==> config.mk <==
export PLATFORM = sky130hd
export DESIGN_NAME = fp_exc_status
export DESIGN_NICKNAME = d
export VERILOG_FILES = /design/src/rtl/fp_exc_pkg.sv /design/src/rtl/fp_exc_ctrl.sv /design/src/rtl/fp_exc_dp.sv /design/src/rtl/fp_exc_status.sv
export SDC_FILE = /design/constraint.sdc
export NUM_CORES = 1
export LEC_CHECK = 0
export ABC_AREA = 1
export BUFFER_PORTS_ARGS = -buffer_cell sky130_fd_sc_hd__buf_2
export CORE_MARGIN = 5
export CORE_UTILIZATION = 40
export DETAILED_ROUTE_END_ITERATION = 7
export PLACE_DENSITY = 0.78
export SLEW_MARGIN = 20
export SYNTH_ARGS = -nofsm -noshare
export SYNTH_HDL_FRONTEND = slang
export SYNTH_SLANG_ARGS = --single-unit
==> constraint.sdc <==
create_clock -name clk -period 0.98 [get_ports clk]
set_input_delay 0.098 -clock clk [delete_from_list [all_inputs] [get_ports clk]]
set_output_delay 0.098 -clock clk [all_outputs]
set_load 0.03 [all_outputs]
==> src/rtl/fp_exc_pkg.sv <==
package fp_exc_pkg;
  // Width of an exception flag vector and of the status word
  parameter int FLAG_W = 5;
  parameter int STAT_W = 32;
  parameter int TT_W   = 3;

  // Field positions (software decodes these)
  parameter int CUR_LSB = 0;
  parameter int ACC_LSB = 5;
  parameter int TT_LSB  = 14;
  parameter int EN_LSB  = 23;

  // Trap-type code for an IEEE exception
  parameter logic [TT_W-1:0] TT_IEEE = 3'd1;

  // Strobes from control to datapath
  typedef struct packed {
    logic              loadSw;
    logic              loadOp;
    logic              trap;
    logic [FLAG_W-1:0] curFlags;
  } statStrobe_t;
endpackage

==> src/rtl/fp_exc_ctrl.sv <==
module fp_exc_ctrl
  import fp_exc_pkg::*;
(
  input  logic              clk,
  input  logic              rst,
  input  logic              opDone,
  input  logic [FLAG_W-1:0] opFlags,
  input  logic              swWrEn,
  input  logic [FLAG_W-1:0] enMask,
  output statStrobe_t       strobe,
  output logic              pcAdvance,
  output logic              trapTaken
);
  logic [FLAG_W-1:0] enabledHits;
  logic [FLAG_W-1:0] topHit;
  logic              trapNow;

  assign enabledHits = opFlags & enMask;
  assign trapNow     = opDone & (|enabledHits);

  // Keep only the highest set bit of enabledHits
  for (genvar i = 0; i < FLAG_W; i++) begin : g_pick
    if (i == FLAG_W - 1) begin : g_top
      assign topHit[i] = enabledHits[i];
    end else begin : g_rest
      assign topHit[i] = enabledHits[i] & ~(|enabledHits[FLAG_W-1:i+1]);
    end
  end

  always_comb begin
    strobe.loadSw   = swWrEn;
    strobe.loadOp   = opDone & ~swWrEn;
    strobe.trap     = trapNow;
    strobe.curFlags = trapNow ? topHit : opFlags;
  end

  always_ff @(posedge clk) begin
    if (rst) begin
      pcAdvance <= 1'b0;
      trapTaken <= 1'b0;
    end else begin
      pcAdvance <= opDone & ~trapNow;
      trapTaken <= trapNow;
    end
  end
endmodule

==> src/rtl/fp_exc_dp.sv <==
module fp_exc_dp
  import fp_exc_pkg::*;
(
  input  logic              clk,
  input  logic              rst,
  input  statStrobe_t       strobe,
  input  logic [STAT_W-1:0] swWrData,
  output logic [STAT_W-1:0] statusWord,
  output logic [FLAG_W-1:0] enMask
);
  logic [STAT_W-1:0] statReg;
  logic [STAT_W-1:0] opNext;
  logic [FLAG_W-1:0] accOld;

  assign accOld = statReg[ACC_LSB +: FLAG_W];

  always_comb begin
    opNext = statReg;
    opNext[CUR_LSB +: FLAG_W] = strobe.curFlags;
    opNext[TT_LSB +: TT_W]    = strobe.trap ? TT_IEEE : '0;
    if (!strobe.trap) begin
      opNext[ACC_LSB +: FLAG_W] = accOld | strobe.curFlags;
    end
  end

  always_ff @(posedge clk) begin
    if (rst) begin
      statReg <= '0;
    end else if (strobe.loadSw) begin
      statReg <= swWrData;
    end else if (strobe.loadOp) begin
      statReg <= opNext;
    end
  end

  assign statusWord = statReg;
  assign enMask     = statReg[EN_LSB +: FLAG_W];
endmodule

==> src/rtl/fp_exc_status.sv <==
module fp_exc_status
  import fp_exc_pkg::*;
(
  input  logic              clk,
  input  logic              rst,
  input  logic              opDone,
  input  logic [FLAG_W-1:0] opFlags,
  input  logic              swWrEn,
  input  logic [STAT_W-1:0] swWrData,
  output logic [STAT_W-1:0] statusOut,
  output logic              pcAdvance,
  output logic              trapTaken
);
  statStrobe_t       strobe;
  logic [FLAG_W-1:0] enMask;

  fp_exc_ctrl u_ctrl (
    .clk       (clk),
    .rst       (rst),
    .opDone    (opDone),
    .opFlags   (opFlags),
    .swWrEn    (swWrEn),
    .enMask    (enMask),
    .strobe    (strobe),
    .pcAdvance (pcAdvance),
    .trapTaken (trapTaken)
  );

  fp_exc_dp u_dp (
    .clk        (clk),
    .rst        (rst),
    .strobe     (strobe),
    .swWrData   (swWrData),
    .statusWord (statusOut),
    .enMask     (enMask)
  );
endmodule

# After elaboration in Yosys (flattened, before gate mapping)
# Index checks and enable logic that the tools add are counted.
dict set report word_totals {
  mem_bits_ro 0
  memories 0
  output_inout_bits 34
  word_cells 32
  latchBits 0
  input_bits 41
  ram_bits 0
  register_bits 34
}
dict set report classes {
  n_eq_ne 1
  n_shift 0
  div 0
  addsub 0
  n_mul 0
  n_mux 5
  bitwise 15
  n_lt_le_gt_ge 0
  n_reduce_logical 6
}
# cell count
set op_table {}
lappend op_table {{32-bit 2-to-1 mux} 1}
lappend op_table {{17-bit 2-to-1 mux} 1}
lappend op_table {{5-bit 2-to-1 mux} 2}
lappend op_table {{1-bit bitwise AND} 7}
lappend op_table {{1-bit NOT} 6}
lappend op_table {{5-bit bitwise AND} 1}
lappend op_table {{5-bit OR} 1}
lappend op_table {{5-bit OR reduction} 1}
lappend op_table {{4-bit OR reduction} 1}
lappend op_table {{3-bit OR reduction} 1}
lappend op_table {{2-bit != test (second input constant)} 1}
lappend op_table {{2-bit AND reduction} 1}
lappend op_table {{2-bit nonzero test} 1}
lappend op_table {{2-bit OR reduction} 1}
lappend op_table {{1-bit 2-to-1 mux} 1}

# Logic depth before layout (Yosys ltp)
dict set report depth {
  ltp_word 9
  depth_mapped 7
  depth_no_buf 7
}

# By module
# From an unflattened synthesis, not the netlist that was laid out.
dict set report unflattened {
  hier_cells 208
  area_unflattened_um2 1521.5
}
# mod cells_each seq_area_each_um2 area_per_inst_um2 instances
set modules_own_cells {}
lappend modules_own_cells {fp_exc_dp 176 640.6 1327.5 1}
lappend modules_own_cells {fp_exc_ctrl 32 40.0 193.9 1}

# Least setup slack after synthesis
# Ideal clock, no wire load.
dict set report synth_path {
  path_type {reg-to-reg}
  startpoint {reg u_dp.statReg[25], in the netlist u_dp.statusWord[25]}
  endpoint {reg u_dp.statReg[0], in the netlist u_dp.statusWord[0]}
  required_ns 0.848
  n_path_buf 0
  period_less_slack_ns 1.210
  arrival_time_ns 1.078
  stages_incl_launch_ff 8
  setup_slack_ns -0.230
  setup_ns 0.132
  path_cell_list {dfxtp_1 > nand2_1 > nand2_2 > nor2_4 > nand2_4 > nand3_2 > nand3_1 > a21oi_1}
}
dict set report synth_between {
  elab_chain_cells 7
  word_cells_on_any_way 9
  cone_classes {mux: 3; bitwise: 4; reduce/logical: 2}
}
# element line
set synth_rtl {}
lappend synth_rtl {{start, declared} fp_exc_dp.sv:11} ;# logic [STAT_W-1:0] statReg;
lappend synth_rtl {{start signal, assigned} fp_exc_dp.sv:30} ;# statReg <= swWrData;
lappend synth_rtl {{start signal, assigned} fp_exc_dp.sv:32} ;# statReg <= opNext;
lappend synth_rtl {{5-bit bitwise AND *} fp_exc_ctrl.sv:18} ;# assign enabledHits = opFlags & enMask;
lappend synth_rtl {{4-bit OR reduction} fp_exc_ctrl.sv:26} ;# assign topHit[i] = enabledHits[i] & ~(|enabledHits[FLAG_W-1:i+1]);
lappend synth_rtl {{1-bit NOT} fp_exc_ctrl.sv:26}
lappend synth_rtl {{1-bit bitwise AND} fp_exc_ctrl.sv:26}
lappend synth_rtl {{5-bit 2-to-1 mux *} fp_exc_ctrl.sv:34} ;# strobe.curFlags = trapNow ? topHit : opFlags;
lappend synth_rtl {{17-bit 2-to-1 mux *} fp_exc_dp.sv:31} ;# end else if (strobe.loadOp) begin
lappend synth_rtl {{32-bit 2-to-1 mux *} fp_exc_dp.sv:29} ;# end else if (strobe.loadSw) begin
# Every way passes the cells marked *; elsewhere a longest branch is shown, timed or not. The select of a mux whose other input is x is not followed.
# A chain may end at the register's enable or synchronous reset.

# Final worst setup path
dict set report layout_path {
  startpoint {reg u_dp.statReg[26], in the netlist u_dp.statusWord[26]}
  endpoint {reg u_dp.statReg[9], in the netlist u_dp.statusWord[9]}
}
dict set report layout_between {
  elab_chain_cells 8
  word_cells_on_any_way 10
  cone_classes {eq/ne: 1; mux: 4; bitwise: 3; reduce/logical: 2}
}
# element line
set layout_rtl {}
lappend layout_rtl {{5-bit bitwise AND *} fp_exc_ctrl.sv:18}
lappend layout_rtl {{5-bit OR reduction *} fp_exc_ctrl.sv:19} ;# assign trapNow = opDone & (|enabledHits);
lappend layout_rtl {{1-bit bitwise AND *} fp_exc_ctrl.sv:19}
lappend layout_rtl {{5-bit 2-to-1 mux} fp_exc_ctrl.sv:34}
lappend layout_rtl {{5-bit OR} fp_exc_dp.sv:22} ;# opNext[ACC_LSB +: FLAG_W] = accOld | strobe.curFlags;
lappend layout_rtl {{5-bit 2-to-1 mux} fp_exc_dp.sv:21} ;# if (!strobe.trap) begin
lappend layout_rtl {{17-bit 2-to-1 mux} fp_exc_dp.sv:31}
lappend layout_rtl {{32-bit 2-to-1 mux} fp_exc_dp.sv:29}
# Marked as above.

==> flow_summary.rst <==
.. list-table::
   :header-rows: 1

   * - Metric
     - Value
   * - Outcome
     - complete, but fails checks
   * - Violated checks
     - negative setup slack
   * - Endpoint of the worst hold path
     - u_dp.statusWord[25]$_SDFFE_PP0P_
   * - Final standard cell area without fillers
     - 0.002226 mm²
   * - Fraction of layout instances using a drive strength above 1
     - 0.4874
   * - Cell depth of the worst min-delay path
     - 3
   * - Relative slew slack
     - 0.7703
   * - Crit path capture type
     - flop
   * - Setup repair after global routing missed its margin
     - yes
   * - Num CTS Buffers
     - 5
   * - Launch point of the worst hold path
     - swWrData[25]
   * - Boundary pin count
     - 75
   * - Number of global-route vias before repair
     - 1572
   * - Reg-to-reg slack, setup
     - -0.06 ns
   * - Final setup fails
     - 14
   * - Final antenna-violating net count
     - 0
   * - Buffer cell driving the clock tree root
     - sky130_fd_sc_hd__clkbuf_8
   * - Yosys synthesis warning count
     - 0
   * - Detailed-router iteration count before antenna repair
     - 4
   * - Site row count
     - 22
   * - Post-Synthesis Mean Instance Area
     - 7.853 µm²
   * - Slowest stage cell, crit path
     - sky130_fd_sc_hd__dfxtp_4
   * - # clock sinks
     - 34
   * - Final hold vios
     - 0
   * - Residual DRC
     - 0
   * - Number of synthesized register bits
     - 34
   * - Cell area after synthesis
     - 0.001476 mm²
   * - Startpoint type of the worst setup path
     - flop
   * - Clock slew seen by the registers of the worst setup and hold paths
     - 0.07 ns
   * - Static Leakage
     - 1.096 nW
   * - Cell depth of the worst setup path
     - 5
   * - Fin crit share
     - 1.064
   * - Highest fanout seen on the critical path
     - 6
   * - Number of violations of the max-capacitance limit
     - 0
   * - Final-report max-slew violation count
     - 0
   * - Inserted Diodes
     - 0
   * - Total detailed-routing wirelength
     - 4298 µm
   * - Fraction of synthesized cell area taken by the top area cell type
     - 0.4610
   * - Filler cell count in the final layout
     - 327
   * - Core area
     - 0.003606 mm²
   * - Worst setup margin
     - -0.06240 ns
   * - Nets in the synthesized netlist
     - 229
   * - Met3 Track Usage GR
     - 0.05966
   * - Placed cell areas
     - 0.002021 mm²
   * - Signed area change from the synthesized netlist to the final layout
     - 50.76%
   * - Detailed-route wire length per cell
     - 13.22 µm
   * - Cell breakdown of the critical path
     - nand2_4 -> nand3_4 -> nor2_4 -> o2111ai_2 -> a21oi_1
   * - Min cycle time layout
     - 1.042 ns
   * - Vias
     - 1561
   * - Detailed router's first-iteration violation count
     - 90
   * - Max Buffers Root-to-Sink
     - 2
   * - Clock latency on the worst-skew pair
     - 0.28 ns
   * - CTS H-tree depth
     - 2
   * - Full die area
     - 0.005006 mm²
   * - Height of the chip
     - 70.76 µm
   * - End-of-flow core utilization
     - 0.6173
   * - Via-per-instance ratio
     - 4.803
   * - Number of antenna violations at the first check in global routing
     - 0
   * - Initial standard-cell utilization of the core
     - 0.4094
   * - Sequential share of the synthesized area
     - 0.4610
   * - Port buffer count
     - 74
   * - Dominant cells by area after synthesis
     - sky130_fd_sc_hd__dfxtp_1, sky130_fd_sc_hd__nand2_1, sky130_fd_sc_hd__a21oi_1
   * - Largest net degree at the start of global routing
     - 17
   * - Final weighted congestion of routability-driven global placement
     - 0.8880
   * - Clock tree from TritonCTS
     - built
   * - Count of different cell masters after synthesis
     - 23
   * - Overflow left after global routing
     - 0
   * - Top delay family on crit path
     - flip-flops
   * - Hold/Removal Path Class
     - primary input to flop
   * - Power density over cell area
     - 1539 mW/mm²
   * - Worst reg2reg endpoint
     - u_dp.statusWord[9]$_SDFFE_PP0P_
   * - Worst reg-to-reg path cell count
     - 5
   * - Data required time at the worst endpoint
     - 1.20 ns
   * - Maximum clock frequency
     - 959.3 MHz
   * - Global-route wire length before repair
     - 6920 µm
   * - Busiest metal layer after global routing
     - met2
   * - Quantity of hold-fixing buffers added after cts
     - 0
   * - Startpoint of the most critical register-to-register path
     - u_dp.statusWord[26]$_SDFFE_PP0P_
   * - Highest ir drop seen on vdd
     - 0.8010 mV
   * - Yosys top cell by area
     - sky130_fd_sc_hd__dfxtp_1
   * - Met1 GRT Util
     - 0.1923
   * - Critical path class
     - flop to flop
   * - Maximum clock skew at final layout
     - 0.002209 ns
   * - All-Layer GR Usage
     - 0.1714
   * - Die outline width
     - 70.76 µm
   * - Estimated wirelength of the detail-placed design
     - 3257 µm
   * - CP max stage delay
     - 0.35 ns
   * - Worst Path Buf+Inv
     - 0
   * - Global routing met2 resource utilization
     - 0.2956
   * - Worst hold slack
     - 0.05797 ns
   * - Syn Inst Count
     - 188
   * - Crit path DAT
     - 1.26 ns
   * - Number of nets in the layout
     - 317
   * - Pin slew with the least headroom to its limit
     - 0.3445 ns
## sequential cells by signal, summed over array words and instances, names as in the netlist
register,count
u_ctrl.trapTaken,1
u_dp.statusWord,32
u_ctrl.pcAdvance,1
## cell usage after synthesis
cell type                   count
sky130_fd_sc_hd__nand2_1       52
sky130_fd_sc_hd__nand4_1        4
sky130_fd_sc_hd__nor2_1         9
sky130_fd_sc_hd__nor2_2         1
sky130_fd_sc_hd__mux2i_1        1
sky130_fd_sc_hd__nor2_4         2
sky130_fd_sc_hd__nand2_2        5
sky130_fd_sc_hd__nand2_4        3
sky130_fd_sc_hd__dfxtp_1       34
sky130_fd_sc_hd__clkbuf_1       3
sky130_fd_sc_hd__a21oi_1       26
sky130_fd_sc_hd__nand3_1        7
sky130_fd_sc_hd__o2111ai_1      1
sky130_fd_sc_hd__buf_6          1
sky130_fd_sc_hd__a211oi_1       2
sky130_fd_sc_hd__a22oi_1        5
sky130_fd_sc_hd__nor3_1         2
sky130_fd_sc_hd__buf_2          7
sky130_fd_sc_hd__inv_1          8
sky130_fd_sc_hd__inv_2          2
sky130_fd_sc_hd__nand3_2        6
sky130_fd_sc_hd__a31oi_1        5
sky130_fd_sc_hd__buf_4          2
## power by group
| part | internal [mW] | total (mW) | switching [mW] |
|---|---|---|---|
| logic | 0.300 | 0.774 | 0.475 |
| registers | 1.46 | 1.51 | 0.0481 |
| clock network | 0.657 | 1.14 | 0.483 |
## through the flow
stage / cells / setup TNS [ns] / worst slack, ns / total power [mW]
6_report: 325 / -0.4113 / -0.06240 / 3.426
5_1_grt: 325 / -1.155 / -0.1091 / 3.585
3_5_place_dp: 316 / -0.2022 / -0.05005 / 2.263
4_1_cts: 324 / -0.4012 / -0.05420 / 3.444
2_1_floorplan: 188 / -0.02569 / -0.005301 / 1.983
3_3_place_gp: 316 / -0.03733 / -0.03733 / 2.252
## worst reg2reg max path: cells and delay by family (launching register included)
kind	cells	cell delay, ns
compound gates	2	0.29
simple gates	3	0.33
flops	1	0.35
## layout by cell type (no fill, tap or decap), drive strengths merged, types with 2 or more instances in the layout
master and n:
buf 94, nand2 60, dfxtp 34, a21oi 26, nand3 13, nor2 12
inv 10, clkbuf 8, a22oi 5, a31oi 5, nand4 4, a211oi 2
nor3 2
## kinds of logic (layout without fill, tap and decap cells)
family / Yosys count / count (layout) / share of synthesized area
AO/OA/AOI/OAI: 39 / 39 / 0.1508
flip-flops: 34 / 34 / 0.4610
AND/OR/NAND/NOR: 91 / 91 / 0.3068
buffers and inverters: 23 / 112 / 0.07457
multiplexers: 1 / 1 / 0.006780
## how the worst max path moves through the flow
stage | end | start
floorplan | u_dp.statusWord[2]$_SDFFE_PP0N_ | u_dp.statusWord[24]$_SDFFE_PP0P_
global placement | u_dp.statusWord[9]$_SDFFE_PP0P_ | u_dp.statusWord[27]$_SDFFE_PP0P_
detailed placement | u_dp.statusWord[9]$_SDFFE_PP0P_ | u_dp.statusWord[26]$_SDFFE_PP0P_
CTS | u_dp.statusWord[4]$_SDFFE_PP0N_ | u_dp.statusWord[24]$_SDFFE_PP0P_
global route | u_dp.statusWord[1]$_SDFFE_PP0N_ | u_dp.statusWord[23]$_SDFFE_PP0P_
finish | u_dp.statusWord[9]$_SDFFE_PP0P_ | u_dp.statusWord[26]$_SDFFE_PP0P_
## routing by layer
| metal | vias up | part of all wire | wire length (µm) |
|---|---|---|---|
| met5 | - | 0 | 0 |
| met3 | 7 | 0.077 | 332 |
| li1 | 798 | - | - |
| met2 | 53 | 0.49 | 2107 |
| met1 | 703 | 0.42 | 1789 |
| met4 | 0 | 0.016 | 70 |
## area by class of cell
type / instances / area (µm²) / share of cell area
Timing Repair Buffer: 94 / 569.3 / 0.2558
Multi-Input combinational cell: 131 / 758.2 / 0.3406
Inverter: 10 / 37.54 / 0.01686
Tap cell: 48 / 60.06 / 0.02698
Clock buffer: 8 / 101.3 / 0.04553
Sequential cell: 34 / 699.4 / 0.3142
## what timing repair did
| action | CTS | global route |
|---|---|---|
| pin swaps | 2 | 0 |
| setup buffers | 0 | 1 |
| resized for setup | 20 | 4 |
| setup endpoints to repair | 14 | 17 |
(Power assumes the default switching activity.)
